File: src/rtl/mmu_dec_pkg.sv
package mmu_dec_pkg;

    typedef enum logic [2:0] {
        TGT_RAM    = 3'd0,
        TGT_SYSROM = 3'd1,
        TGT_IFROM  = 3'd2,
        TGT_EFROM  = 3'd3,
        TGT_IO     = 3'd4,
        TGT_MMU    = 3'd5
    } tgt_e;

    localparam int ADDR_W  = 16;
    localparam int BANK_W  = 2;
    localparam int PHYS_W  = ADDR_W + BANK_W;
    localparam int PAGE_W  = 8;

    localparam logic [15:0] REG_WIN_LO = 16'hFF00;
    localparam logic [15:0] REG_WIN_HI = 16'hFF04;
    localparam logic [3:0]  IO_NIBBLE  = 4'hD;

    typedef struct packed {
        tgt_e               tgt;
        logic [PHYS_W-1:0]  phys;
        logic [BANK_W-1:0]  vid;
    } dec_out_t;

    // Four-way region field: 00 sys ROM, 01 int ROM, 10 ext ROM, 11 RAM
    function automatic tgt_e field_target(input logic [1:0] f);
        tgt_e t;
        unique case (f)
            2'b00:   t = TGT_SYSROM;
            2'b01:   t = TGT_IFROM;
            2'b10:   t = TGT_EFROM;
            default: t = TGT_RAM;
        endcase
        return t;
    endfunction

endpackage

File: src/rtl/bank_fold.sv
module bank_fold
    import mmu_dec_pkg::*;
#(
    parameter int NUM_BANKS = 2
) (
    input  logic [BANK_W-1:0] raw_bank,
    output logic [BANK_W-1:0] eff_bank
);
    localparam logic [BANK_W-1:0] FOLD_MASK =
        (NUM_BANKS <= 2) ? BANK_W'(1) : {BANK_W{1'b1}};

    always_comb begin
        eff_bank = raw_bank & FOLD_MASK;
    end
endmodule

File: src/rtl/region_select.sv
module region_select
    import mmu_dec_pkg::*;
(
    input  logic [ADDR_W-1:0] addr,
    input  logic [5:0]        region_cfg,
    input  logic              compat,
    output tgt_e              tgt
);
    logic in_reg_win;
    logic in_io;
    tgt_e base_tgt;

    always_comb begin
        unique case (addr[15:14])
            2'b00:   base_tgt = TGT_RAM;
            2'b01:   base_tgt = region_cfg[1] ? TGT_RAM : TGT_SYSROM;
            2'b10:   base_tgt = field_target(region_cfg[3:2]);
            default: base_tgt = field_target(region_cfg[5:4]);
        endcase
    end

    always_comb begin
        in_reg_win = !compat && (addr >= REG_WIN_LO) && (addr <= REG_WIN_HI);
        in_io      = !region_cfg[0] && (addr[15:12] == IO_NIBBLE);
    end

    always_comb begin
        if (in_reg_win) begin
            tgt = TGT_MMU;
        end else if (in_io) begin
            tgt = TGT_IO;
        end else begin
            tgt = base_tgt;
        end
    end
endmodule

File: src/rtl/ram_mapper.sv
module ram_mapper
    import mmu_dec_pkg::*;
#(
    parameter int NUM_BANKS = 2
) (
    input  logic [ADDR_W-1:0] addr,
    input  logic [BANK_W-1:0] sel_bank,
    input  logic [1:0]        share_en,
    input  logic [1:0]        share_size,
    input  logic [PAGE_W-1:0] pg0_page,
    input  logic [BANK_W-1:0] pg0_bank,
    input  logic [PAGE_W-1:0] pg1_page,
    input  logic [BANK_W-1:0] pg1_bank,
    output logic [PHYS_W-1:0] phys
);
    localparam int LEN_W = ADDR_W + 1;

    logic [LEN_W-1:0]  share_len;
    logic [LEN_W-1:0]  top_base;
    logic              in_bot;
    logic              in_top;
    logic [BANK_W-1:0] acc_bank;
    logic [BANK_W-1:0] p0_bank_f;
    logic [BANK_W-1:0] p1_bank_f;
    logic [PAGE_W-1:0] cpu_page;

    bank_fold #(.NUM_BANKS(NUM_BANKS)) i_fold_p0 (
        .raw_bank (pg0_bank),
        .eff_bank (p0_bank_f)
    );

    bank_fold #(.NUM_BANKS(NUM_BANKS)) i_fold_p1 (
        .raw_bank (pg1_bank),
        .eff_bank (p1_bank_f)
    );

    always_comb begin
        unique case (share_size)
            2'b00:   share_len = LEN_W'(17'h00400);
            2'b01:   share_len = LEN_W'(17'h01000);
            2'b10:   share_len = LEN_W'(17'h02000);
            default: share_len = LEN_W'(17'h04000);
        endcase
        top_base = LEN_W'(17'h10000) - share_len;
        in_bot   = share_en[0] && ({1'b0, addr} < share_len);
        in_top   = share_en[1] && ({1'b0, addr} >= top_base);
        acc_bank = (in_bot || in_top) ? '0 : sel_bank;
    end

    always_comb begin
        cpu_page = addr[15:8];
        if (cpu_page == 8'h00) begin
            phys = {p0_bank_f, pg0_page, addr[7:0]};
        end else if (cpu_page == 8'h01) begin
            phys = {p1_bank_f, pg1_page, addr[7:0]};
        end else if ((acc_bank == p0_bank_f) && (cpu_page == pg0_page)) begin
            phys = {{BANK_W{1'b0}}, 8'h00, addr[7:0]};
        end else if ((acc_bank == p1_bank_f) && (cpu_page == pg1_page)) begin
            phys = {{BANK_W{1'b0}}, 8'h01, addr[7:0]};
        end else begin
            phys = {acc_bank, addr};
        end
    end
endmodule

File: src/rtl/mmu_bank_decoder.sv
module mmu_bank_decoder
    import mmu_dec_pkg::*;
#(
    parameter int NUM_BANKS = 2
) (
    input  logic        clk,
    input  logic        rst_n,
    input  logic [15:0] cpu_addr,
    input  logic [7:0]  cfg,
    input  logic [1:0]  vid_sel,
    input  logic [1:0]  share_en,
    input  logic [1:0]  share_size,
    input  logic [7:0]  pg0_page,
    input  logic [1:0]  pg0_bank,
    input  logic [7:0]  pg1_page,
    input  logic [1:0]  pg1_bank,
    input  logic        compat,
    output logic [2:0]  tgt,
    output logic [17:0] ram_phys,
    output logic [1:0]  vid_bank
);
    tgt_e              reg_tgt;
    logic [BANK_W-1:0] cpu_bank_f;
    logic [BANK_W-1:0] vid_bank_f;
    logic [PHYS_W-1:0] mapped_phys;
    dec_out_t          out_d;
    dec_out_t          out_q;

    bank_fold #(.NUM_BANKS(NUM_BANKS)) i_fold_cpu (
        .raw_bank (cfg[7:6]),
        .eff_bank (cpu_bank_f)
    );

    bank_fold #(.NUM_BANKS(NUM_BANKS)) i_fold_vid (
        .raw_bank (vid_sel),
        .eff_bank (vid_bank_f)
    );

    region_select i_region (
        .addr       (cpu_addr),
        .region_cfg (cfg[5:0]),
        .compat     (compat),
        .tgt        (reg_tgt)
    );

    ram_mapper #(.NUM_BANKS(NUM_BANKS)) i_mapper (
        .addr       (cpu_addr),
        .sel_bank   (cpu_bank_f),
        .share_en   (share_en),
        .share_size (share_size),
        .pg0_page   (pg0_page),
        .pg0_bank   (pg0_bank),
        .pg1_page   (pg1_page),
        .pg1_bank   (pg1_bank),
        .phys       (mapped_phys)
    );

    always_comb begin
        out_d      = out_q;
        out_d.tgt  = reg_tgt;
        out_d.phys = (reg_tgt == TGT_RAM) ? mapped_phys : '0;
        out_d.vid  = vid_bank_f;
    end

    always_ff @(posedge clk) begin
        if (!rst_n) begin
            out_q <= '{tgt: TGT_RAM, phys: '0, vid: '0};
        end else begin
            out_q <= out_d;
        end
    end

    assign tgt      = out_q.tgt;
    assign ram_phys = out_q.phys;
    assign vid_bank = out_q.vid;


    low_ram_chk: assert property (@(posedge clk) disable iff (!rst_n)
        (cpu_addr[15:14] == 2'b00) |=> (out_q.tgt == TGT_RAM));


    reg_win_chk: assert property (@(posedge clk) disable iff (!rst_n)
        (!compat && cpu_addr >= 16'hFF00 && cpu_addr <= 16'hFF04)
            |=> (out_q.tgt == TGT_MMU));


    io_overlay_chk: assert property (@(posedge clk) disable iff (!rst_n)
        (!cfg[0] && cpu_addr[15:12] == 4'hD) |=> (out_q.tgt == TGT_IO));


    nonram_zero_chk: assert property (@(posedge clk) disable iff (!rst_n)
        (out_q.tgt != TGT_RAM) |-> (out_q.phys == '0));


    bottom_share_chk: assert property (@(posedge clk) disable iff (!rst_n)
        (share_en[0] && cpu_addr[15:10] != 6'd0 && cpu_addr[15:14] == 2'b00
         && cpu_addr[15:9] != 7'd0 && cpu_size_any_ok(cpu_addr, share_size))
            |=> (out_q.phys[17:16] == 2'b00 || out_q.phys[15:8] != $past(cpu_addr[15:8])));

    function automatic logic cpu_size_any_ok(input logic [15:0] a, input logic [1:0] s);
        logic [16:0] len;
        len = (s == 2'b00) ? 17'h00400 : (s == 2'b01) ? 17'h01000 :
              (s == 2'b10) ? 17'h02000 : 17'h04000;
        return ({1'b0, a} < len);
    endfunction

    generate
        if (NUM_BANKS <= 2) begin : g_two_bank_chk

            vid_fold_chk: assert property (@(posedge clk) disable iff (!rst_n)
                vid_sel[1] |=> !out_q.vid[1]);

            ram_fold_chk: assert property (@(posedge clk) disable iff (!rst_n)
                (out_q.tgt == TGT_RAM) |-> !out_q.phys[17]);
        end
    endgenerate
endmodule

File: config.mk
export PLATFORM = sky130hd
export DESIGN_NAME = mmu_bank_decoder
export DESIGN_NICKNAME = d
export VERILOG_FILES = /design/src/rtl/mmu_dec_pkg.sv /design/src/rtl/bank_fold.sv /design/src/rtl/region_select.sv /design/src/rtl/ram_mapper.sv /design/src/rtl/mmu_bank_decoder.sv
export SDC_FILE = /design/constraint.sdc
export NUM_CORES = 1
export LEC_CHECK = 0
export BUFFER_PORTS_ARGS = -buffer_cell sky130_fd_sc_hd__buf_4
export CAP_MARGIN = 15
export CORE_ASPECT_RATIO = 0.7
export CORE_MARGIN = 5
export CORE_UTILIZATION = 49
export DETAILED_ROUTE_END_ITERATION = 8
export PLACE_DENSITY = 0.85
export SLEW_MARGIN = 30
export SYNTH_ARGS = -nofsm -noshare
export SYNTH_HDL_FRONTEND = slang
export SYNTH_SLANG_ARGS = --single-unit
File: constraint.sdc
create_clock -name clk -period 3.45 [get_ports clk]
set_clock_uncertainty 0.1 [all_clocks]
set_input_delay 0.5175 -clock clk [delete_from_list [all_inputs] [get_ports clk]]
set_output_delay 0.5175 -clock clk [all_outputs]
set_load 0.005 [all_outputs]
==> metrics.md, run 1 <==
| Metric | Value |
|---|---|
| Hold buffers post-CTS | `0` |
| Row cnt | `16` |
| CP Class | `in -> reg` |
| Mapped Area | `0.00152 sq mm` |
| DR WL/cell | `14.1 um` |
| Iteration-0 DRC Markers | `69` |
| Detailed Routing Iterations Pass 1 | `4` |
| Setup Fix Bufs, Post-CTS | `0` |
| Warnings, synthesis | `0` |
| Fin crit period | `2650 ps` |
| Vias | `1,481` |
| Layout cell share with drive strength beyond 1 | `32.7%` |
| Highest Clock Rate | `378 MHz` |
| #FFs+latches synth | `21` |
| Initial antenna violation count | `0` |
| FFs w/ async S/R, synth | `0%` |
| Sum Neg Setup Slack | `0 ps` |
| Post-synth top flop | `dfxtp_1` |
| Number of port buffers | `69` |
| Post-route cell area | `0.00207 sq mm` |
| Synth area leader | `dfxtp_1` |
| Worst slew pin tran | `569 ps` |
| Syn Inst Count | `180` |
| Clk slew on worst S/H paths | `80 ps` |
| CTS tree | `yes` |
| Post-synth top area share | `27.6%` |
| Max Cap Viol | `0` |
| CP Capture Type | `flip-flop` |
| CTS resizes | `0` |
| EDFF count, synth | `0` |
| Worst hold path class | `in -> reg` |
| Crit path DAT | `2680 ps` |
| DRT Wirelength | `3970 um` |
| Yosys cell types | `42` |
| Pleak | `0.984 nW` |
| Vias per std cell | `5.27` |
| Area contributors post-synth | `dfxtp_1 28%, ha_1 11%, xor2_1 9.8%` |
| Final worst slack | `802 ps` |
| Largest net degree at the start of global routing | `19` |
| GRT Overall Usage | `18.0%` |
| Total CTS buffers | `3` |
| Grt ovf | `0` |
| # setup viols final | `0` |
| HPWL after DPL | `3200 um` |
| Die footprint | `0.00434 sq mm` |
| Status | `finished clean` |
| CTS Buffer Depth | `2` |
| RSZ-0062 raised after global routing | `false` |
| First-pass GRT wire length | `6510 um` |
| Initial core utilization | `52.9%` |
| Final period utilization | `76.7%` |
| Post-Place Setup Slack | `547 ps` |
| Count of final hold-check violations | `0` |
| Die W | `76.7 um` |
| P per Cell Area | `287 mW/mm^2` |
| Antenna Nets Post-Route | `0` |
| Die Span Y | `56.7 um` |
| Crit path max fanout | `7` |
| GP Congestion | `0.829` |
| Antenna cell count | `0` |
| Core ar. | `0.00288 sq mm` |
| Max-slew violation count | `0` |
| Mean Syn Cell Area | `8.47 sq um` |
| Clock Tree Root | `clkbuf_8` |
| CTS H-Tree Depth | `1` |
| Vias in the first global route | `1,418` |
| CP Launch Type | `primary input` |
| Seq/Total Area, Yosys | `27.6%` |
| Rel. slew slack | `62.0%` |
| Post-DP Area | `0.00202 sq mm` |
| Worst VDD drop | `0.159 mV` |
| Nets@finish | `313` |
| Clock sink count | `21` |
| Worst path required time | `3480 ps` |
| IO Pins | `76` |
| Hold slack | `358 ps` |
| Area Growth Syn to Fin | `35.6%` |
| DRC errors left | `0` |
==> power breakdown <==
| group | leakage, nW | switching, mW | internal [mW] |
|---|---|---|---|
| logic | 0.786 | 0.0771 | 0.0922 |
| registers | 0.172 | 0.00344 | 0.256 |
| clock network | 0.0255 | 0.0845 | 0.0805 |
==> worst paths after layout <==
kind | from | to | slack (ps) | depth (start not counted)
setup / recovery | share_size[1] | ram_phys[10] | 800 | 10
hold / removal | vid_sel[0] | vid_bank[0] | 360 | 2
==> state kept, by name, summed over array words and instances (netlist names) <==
register	cells
ram_phys	17
tgt	3
vid_bank	1
==> cell usage after synthesis, drive strengths merged (2+ instances only) <==
library cell	n
dfxtp	21
xor2	17
a21oi	16
ha	14
inv	13
and2	11
nand2	10
nand2b	10
o211ai	10
buf	9
o21ai	8
nor4	6
nor2	4
a31oi	3
nand3	2
nand4	2
nor2b	2
nor3	2
==> metrics by stage <==
stage	total power [mW]	cells	util, %
after floorplan	0.349	182	-
after global placement	0.430	277	70.1
after detailed placement	0.433	277	70.1
after CTS	0.596	281	71.7
after global routing	0.623	281	71.7
final	0.594	281	71.7
==> cell type report <==
class | instances | area, sq um
flip-flops and latches | 21 | 420
clock inverters | 1 | 5.00
well taps | 36 | 45.0
fillers | 251 | 816
multi-input cells | 138 | 988
inverters | 13 | 48.8
repair buffers | 69 | 518
clock buffers | 3 | 41.3
==> critical path, stage by stage <==
cell      delay, ps
buf_4           120
or2_2           300
ha_1            280
nor2b_1         130
o21ai_0         130
a31oi_1         110
a311oi_2        410
xor2_1          170
o22ai_2         350
a21oi_1         140
==> layout by cell type (no fill, tap or decap), types with 2 or more instances in the layout <==
cell       n
a21oi_1   16
a31oi_1    3
and2_1    11
buf_4     69
clkbuf_8   3
conb_1     3
dfxtp_1   21
ha_1      14
inv_1     13
nand2_1   10
nand2b_1  10
nand3_1    2
nand4_1    2
nor2_1     4
nor2b_1    2
nor3_1     2
nor4_1     5
o211ai_1  10
o21ai_0    6
o21ai_1    2
xor2_1    17
==> per-layer routing <==
metal  GRT usage, %  vias up  share of wire (%)
li1               -      755                  -
met1           22.7      653                 42
met2           29.6       67                 47
met3           5.91        6                 10
met4           4.24        0                1.2
met5              0        -                  0
==> logic make-up (layout without fill, tap and decap cells) <==
group / Yosys count / count (layout) / synth area share [%]
AND/OR/NAND/NOR: 58 / 58 / 22.9
AO/OA/AOI/OAI: 44 / 44 / 18.6
buffers and inverters: 23 / 86 / 8.05
flip-flops: 21 / 21 / 27.6
XOR/XNOR: 18 / 18 / 10.3
adder cells (fa/ha/maj): 14 / 14 / 11.5
other: 1 / 3 / 0.246
multiplexers: 1 / 1 / 0.739
Note: power is estimated with default switching activity, not from simulation.
==> run 2, diff against run 1 <==
- ABC_AREA: default -> 1
- CORE_UTILIZATION: 49 -> 48
- PLACE_DENSITY: 0.85 -> 0.81
- clock period: 3.45 -> 2.5 ns (I/O delays scaled with it)
==> run 2 against run 1 <==
Critical path depth grew 5. Critical path type unchanged. Setup slack lost 250 ps. Combinational power grew 61%.
==> metrics.md, run 2 <==
| Metric | Value |
|---|---|
| CTS H-Tree Depth | `1 (unchanged)` |
| GR Layer Usage met2 | `28.4% (-1.2 points)` |
| Clock sink count | `21 (unchanged)` |
| Area Growth Syn to Fin | `32.1%` |
| Row cnt | `18 (+2)` |
| Initial core utilization | `49.5% (-3.3 points)` |
| Count of final hold-check violations | `0 (unchanged)` |
| Tot Pwr | `0.852 mW (+43%)` |
| Antenna Nets Post-Route | `0 (unchanged)` |
| Number of port buffers | `69 (unchanged)` |
| Detailed Routing Iterations Pass 1 | `4 (unchanged)` |
| Yosys cell types | `30 (-29%)` |
| Layout cell share with drive strength beyond 1 | `31.0% (-1.7 points)` |
| Fill cells | `317 (+26%)` |
| Crit path DAT | `2040 ps (-640 ps)` |
| Comb pwr share | `31.9% (+3.4 points)` |
| DRT Wirelength | `4150 um (+4.7%)` |
| EDFF count, synth | `0 (unchanged)` |
| Grt ovf | `0 (unchanged)` |
| Max reg flops | `17 (unchanged)` |
| Area contributors post-synth | `dfxtp_1 24%, ha_1 10%, inv_1 9.8%` |
| Count leader, synth | `inv_1` |
| Nets@finish | `381 (+22%)` |
| Final design utilization | `65.4% (-6.3 points)` |
| P_int | `0.605 mW (+41%)` |
| Post-synth top area share | `24.3% (-3.3 points)` |
| WHS Endpoint | `vid_bank[0]` |
| Die W | `81.7 um (+6.6%)` |
| Core ar. | `0.00349 sq mm (+21%)` |
| Hold buffers post-CTS | `0 (unchanged)` |
| Mapped Area | `0.00173 sq mm (+13%)` |
| Worst hold path class | `in -> reg` |
| Die Span Y | `60.2 um (+6.3%)` |
| Vias | `1,694 (+14%)` |
| Pleak | `1.21 nW (+23%)` |
| Highest Clock Rate | `514 MHz` |
| First-pass GRT wire length | `6780 um (+4.2%)` |
| Post-synth top flop | `dfxtp_1` |
| RSZ-0062 raised after global routing | `false` |
| Busiest metal layer after global routing | `met2` |
| Part of the power in registers | `42.2% (-1.5 points)` |
| Seq/Total Area, Yosys | `24.3% (-3.3 points)` |
| Clk slew on worst S/H paths | `70 ps (about the same)` |
| Clock Tree Root | `clkbuf_8` |
| Initial antenna violation count | `0 (unchanged)` |
| Most frequent cells in the layout | `70 x buf_4, 45 x inv_1, 35 x nand2_1, 28 x nor2_1, 21 x dfxtp_1` |
| Sum Neg Setup Slack | `0 ps (unchanged)` |
| P per Cell Area | `373 mW/mm^2 (+30%)` |
| Synth top cells by count | `45 x inv_1, 35 x nand2_1, 28 x nor2_1` |
| CP Launch Type | `primary input` |
| GRT Overall Usage | `17.9% (-0.10 points)` |
| Switching Power | `0.247 mW (+50%)` |
| #FFs+latches synth | `21 (unchanged)` |
| Mean Syn Cell Area | `7.03 sq um (-17%)` |
| Largest net degree at the start of global routing | `16 (-3)` |
| Grt met3 use | `6.33% (+0.41 points)` |
| Fin crit period | `1940 ps` |
| Iteration-0 DRC Markers | `73 (+5.8%)` |
| Worst path required time | `2600 ps (-880 ps)` |
| DR WL/cell | `11.4 um (-19%)` |
| Die footprint | `0.00492 sq mm (+13%)` |
| Hold depth | `3 (+1)` |
| Crit path max fanout | `8 (+1)` |
| CP Capture Type | `flip-flop` |
| Most common cell after layout, fill and taps aside | `buf_4` |
| Max Cap Viol | `0 (unchanged)` |
| HPWL after DPL | `3500 um (+9.5%)` |
| Min-delay src | `vid_sel[0]` |
| Hold slack | `195 ps (-162 ps)` |
| Worst VDD drop | `0.369 mV (+130%)` |
| Post-DP Area | `0.00224 sq mm (+11%)` |
| GP Congestion | `0.863 (+4.1%)` |
| Syn Inst Count | `246 (+37%)` |
| Clk network pwr share | `25.9% (-1.9 points)` |
| DRC errors left | `0 (unchanged)` |
| Warnings, synthesis | `0 (unchanged)` |
| Worst slew pin tran | `602 ps (+32.3 ps)` |
| # setup viols final | `0 (unchanged)` |
| Post-route cell area | `0.00228 sq mm (+10%)` |
| CTS Buffer Depth | `2 (unchanged)` |
| CTS resizes | `0 (unchanged)` |
| FFs w/ async S/R, synth | `0% (unchanged)` |
| Rel. slew slack | `59.6% (-2.5 points)` |
| Setup Fix Bufs, Post-CTS | `0 (unchanged)` |
| Vias in the first global route | `1,519 (+7.1%)` |
| Switching Share | `29.0% (+1.2 points)` |
| Total CTS buffers | `3 (unchanged)` |
| CP Class | `in -> reg` |
| Synth area leader | `dfxtp_1` |
| Antenna cell count | `0 (unchanged)` |
| Final period utilization | `77.8%` |
| Status | `finished clean` |
| Worst Setup SP | `share_size[1]` |
| Vias per std cell | `4.67 (-11%)` |
| CTS tree | `yes` |
| Max-slew violation count | `0 (unchanged)` |
| Grt met1 use | `23.5% (+0.78 points)` |
| IO Pins | `76 (unchanged)` |
-- run 2: cell count changes after synthesis, moves of 6 or more --
cell	delta
o211ai_1	-10
xor2_1	-17
nand2b_1	-10
xnor2_1	+11
nor2_1	+24
a21boi_1	+7
nand4_1	+6
nand2_2	+7
and2_1	-11
inv_1	+32
nand2_1	+25
nand3_1	+12
-- run 2: layer usage --
layer | vias to the layer above | part of all wire [%]
met2 | 70 | 44
met1 | 719 | 45
li1 | 901 | -
met4 | 0 | 0.63
met3 | 4 | 11
met5 | - | 0
-- run 2: through the flow --
| stage | cells | setup slack (ps) |
|---|---|---|
| after global placement | 359 | 311 |
| after global routing | 363 | 335 |
| after CTS | 363 | 559 |
| final | 363 | 555 |
| after floorplan | 248 | 583 |
| after detailed placement | 359 | 287 |
-- run 2: layout make-up --
| class | instances | area, sq um | share of cell area (%) |
|---|---|---|---|
| inverters | 50 | 188 | 8.22 |
| well taps | 50 | 62.6 | 2.74 |
| repair buffers | 70 | 526 | 23.0 |
| flip-flops and latches | 21 | 420 | 18.4 |
| multi-input cells | 168 | 1040 | 45.6 |
| clock buffers | 4 | 45.0 | 1.97 |
-- run 2: cells by family (layout without fill, tap and decap cells) --
logic type,count (synthesis),after routing,share of synthesized area (%)
adder cells (fa/ha/maj),14,14,10.1
XOR/XNOR,12,12,6.08
AO/OA/AOI/OAI,33,33,11.0
flip-flops,21,21,24.3
other,1,3,0.217
AND/OR/NAND/NOR,106,106,32.4
buffers and inverters,59,124,15.8
-- run 2: how the worst max path moves through the flow --
stage / endpoint / slack, ps / cells past startpoint
after floorplan: ram_phys[16] / 580 / 15
after global placement: ram_phys[8] / 310 / 15
after detailed placement: ram_phys[8] / 290 / 15
after CTS: ram_phys[8] / 560 / 15
after global routing: ram_phys[8] / 330 / 15
final: ram_phys[8] / 560 / 15
-- run 2: worst max-delay path, cell delays in order --
cell and delay (ps):
buf_4 130, or2_2 290, ha_1 280, nand2_1 50
inv_1 50, nand3_1 70, nand4_1 80, nand2_1 60
inv_1 100, nand2_2 80, nand2_1 70, nand3_2 150
nand2_1 110, nand2_1 50, a21oi_1 100
-- run 2: power groups by stage --
| stage | combinational, mW | sequential (mW) | clock [mW] |
|---|---|---|---|
| 2_1_floorplan | 0.151 | 0.370 | 0 |
| 3_3_place_gp | 0.267 | 0.367 | 0 |
| 3_5_place_dp | 0.272 | 0.367 | 0 |
| 4_1_cts | 0.273 | 0.359 | 0.228 |
| 5_1_grt | 0.306 | 0.361 | 0.249 |
| 6_report | 0.272 | 0.359 | 0.221 |
==> run 3, diff against run 2 <==
- clock period: 2.5 -> 2 ns (I/O delays scaled with it)
==> run 3 against run 2 <==
Clock-buffer cell count unchanged. Non-clock buffer count increased by 8. Hold slack got worse by 68 ps. Final cell count rose by 2.2%. Global-route usage up 0.20 points. Critical path depth is 1 higher. Utilization up 2.6 points. First-iteration DRC count shrank 26%. Critical endpoint is now ram_phys[16]. Largest power group unchanged. Highest routed layer unchanged.
==> metrics.md, run 3 (synthesis gave the netlist of run 2 again) <==
| Metric | Value |
|---|---|
| Status | `finished clean` |
| Die Span Y | `60.2 um (unchanged)` |
| Worst path required time | `2090 ps (-510 ps)` |
| Worst slew pin tran | `569 ps (-32.9 ps)` |
| Hold buffers post-CTS | `0 (unchanged)` |
| Fin crit period | `1840 ps` |
| CP Class | `in -> reg` |
| Worst hold path class | `in -> reg` |
| Core ar. | `0.00349 sq mm (unchanged)` |
| Post-route cell area | `0.00237 sq mm (+4.0%)` |
| Slowest CP cell | `or2_2` |
| Rel. slew slack | `61.8% (+2.2 points)` |
| Crit path DAT | `1930 ps (-110 ps)` |
| CP Cell Sequence | `buf_4 -> or2_2 -> ha_1 -> nand2_1 -> inv_1 -> nand3_1 -> nand4_1 -> nand2_1 -> inv_2 -> nand2_2 -> nand2_2 -> nand3_4 -> nand2_2 -> inv_1 -> nand2_1 -> a21oi_1` |
| Most frequent cells in the layout | `78 x buf_4, 44 x inv_1, 32 x nand2_1, 27 x nor2_1, 21 x dfxtp_1` |
| Final design utilization | `68.0% (+2.6 points)` |
| Min-delay src | `vid_sel[0]` |
| WL met2 | `2040 um (+12%)` |
| Clock Tree Root | `clkbuf_8` |
| Area Growth Syn to Fin | `37.3%` |
| Most common cell after layout, fill and taps aside | `buf_4` |
| Iteration-0 DRC Markers | `54 (-26%)` |
| Placed Instances | `367 (+2.2%)` |
| RSZ-0062 raised after global routing | `false` |
| CTS tree | `yes` |
| GP Congestion | `0.899 (+4.2%)` |
| Antenna cell count | `0 (unchanged)` |
| Highest Clock Rate | `542 MHz` |
| Fill cells | `318 (+0.32%)` |
| Hold slack | `127 ps (-68.1 ps)` |
| CP peak stage delay | `290 ps (about the same)` |
| Antenna Nets Post-Route | `0 (unchanged)` |
| WHS Endpoint | `vid_bank[0]` |
| CTS H-Tree Depth | `1 (unchanged)` |
| Pleak | `1.26 nW (+3.7%)` |
| Max-slew violation count | `0 (unchanged)` |
| Count of final hold-check violations | `0 (unchanged)` |
| DR WL/cell | `11.8 um (+3.4%)` |
| Grt ovf | `0 (unchanged)` |
| Hold depth | `3 (unchanged)` |
| First-pass GRT wire length | `6830 um (+0.72%)` |
| DRC errors left | `0 (unchanged)` |
| Met3 WL post-DR | `414 um (-8.2%)` |
| Worst VDD drop | `0.405 mV (+10%)` |
| Post-Place Setup Slack | `-169 ps (-456 ps)` |
| Crit path max fanout | `8 (unchanged)` |
| IO Pins | `76 (unchanged)` |
| Total CTS buffers | `3 (unchanged)` |
| Max Cap Viol | `0 (unchanged)` |
| Largest net degree at the start of global routing | `16 (unchanged)` |
| CP Launch Type | `primary input` |
| Number of port buffers | `69 (unchanged)` |
| CP Capture Type | `flip-flop` |
| Clk slew on worst S/H paths | `70 ps (about the same)` |
| Initial core utilization | `49.5% (unchanged)` |
| Die footprint | `0.00492 sq mm (unchanged)` |
| Vias in the first global route | `1,547 (+1.8%)` |
| Detailed Routing Iterations Pass 1 | `4 (unchanged)` |
| Vias | `1,756 (+3.7%)` |
| Post-Route M1 WL | `1910 um (+3.0%)` |
| Clock sink count | `21 (unchanged)` |
| Initial antenna violation count | `0 (unchanged)` |
| Highest metal used | `met4` |
| Nets@finish | `389 (+2.1%)` |
| Final period utilization | `92.2%` |
| Vias per std cell | `4.73 (+1.4%)` |
| Row cnt | `18 (unchanged)` |
| Max reg flops | `17 (unchanged)` |
| # setup viols final | `0 (unchanged)` |
| P per Cell Area | `456 mW/mm^2 (+22%)` |
| Post-DP Area | `0.00230 sq mm (+2.7%)` |
| DRT Wirelength | `4390 um (+5.7%)` |
| Die W | `81.7 um (unchanged)` |
| GRT Overall Usage | `18.1% (+0.20 points)` |
| Fin cells | `371 (+2.2%)` |
| Layout cell share with drive strength beyond 1 | `34.9% (+3.9 points)` |
| Final worst slack | `156 ps (-400 ps)` |
| HPWL after DPL | `3630 um (+3.6%)` |
| CTS Buffer Depth | `2 (unchanged)` |
## run 3: cell types whose count changed in the layout (fill, tap and decap cells not counted), sizes merged
cell | previous run | this run
buf | 70 | 78
## run 3: per-layer routing
metal,vias up,GRT usage [%]
li1,918,-
met1,773,21.7
met2,61,30.4
met3,4,7.38
met4,0,3.79
met5,-,0
## run 3: critical path, delay by kind of cell
| family | cells | cell delay, ps |
|---|---|---|
| fa+ha+maj | 1 | 270 |
| compound gates | 1 | 120 |
| buf+inv | 4 | 290 |
| simple gates | 10 | 960 |
## run 3: what timing repair did
| item | 4_1_cts | 5_1_grt |
|---|---|---|
| setup endpoints to repair | 0 | 9 |
| setup buffers | 0 | 0 |
| gates resized for setup | 0 | 10 |
## run 3: worst max path at each step
stage	from	end	depth (start not counted)
after floorplan	share_size[0]	ram_phys[16]	15
after global placement	share_size[1]	ram_phys[8]	15
after detailed placement	share_size[1]	ram_phys[8]	15
after CTS	share_size[1]	ram_phys[16]	15
after global routing	share_size[1]	ram_phys[8]	18
final	share_size[1]	ram_phys[16]	16
## run 3: report_power, final
part           switching (mW)  internal, mW
sequential            0.00615         0.443
combinational           0.178         0.183
clock                   0.132         0.142
## run 3: stage by stage
| step | setup TNS, ps | total power [mW] |
|---|---|---|
| floorplan | 0 | 0.651 |
| global placement | -627 | 0.803 |
| detailed placement | -1220 | 0.811 |
| CTS | 0 | 1.08 |
| global route | 0 | 1.15 |
| finish | 0 | 1.08 |
## run 3: final cells by class
| class | instances | area (sq um) | share of cell area [%] |
|---|---|---|---|
| clock buffer | 4 | 45.0 | 1.90 |
| inverter | 50 | 188 | 7.90 |
| multi-input combinational | 168 | 1070 | 45.2 |
| tap | 50 | 62.6 | 2.63 |
| sequential | 21 | 420 | 17.7 |
| timing repair buffer | 78 | 586 | 24.7 |
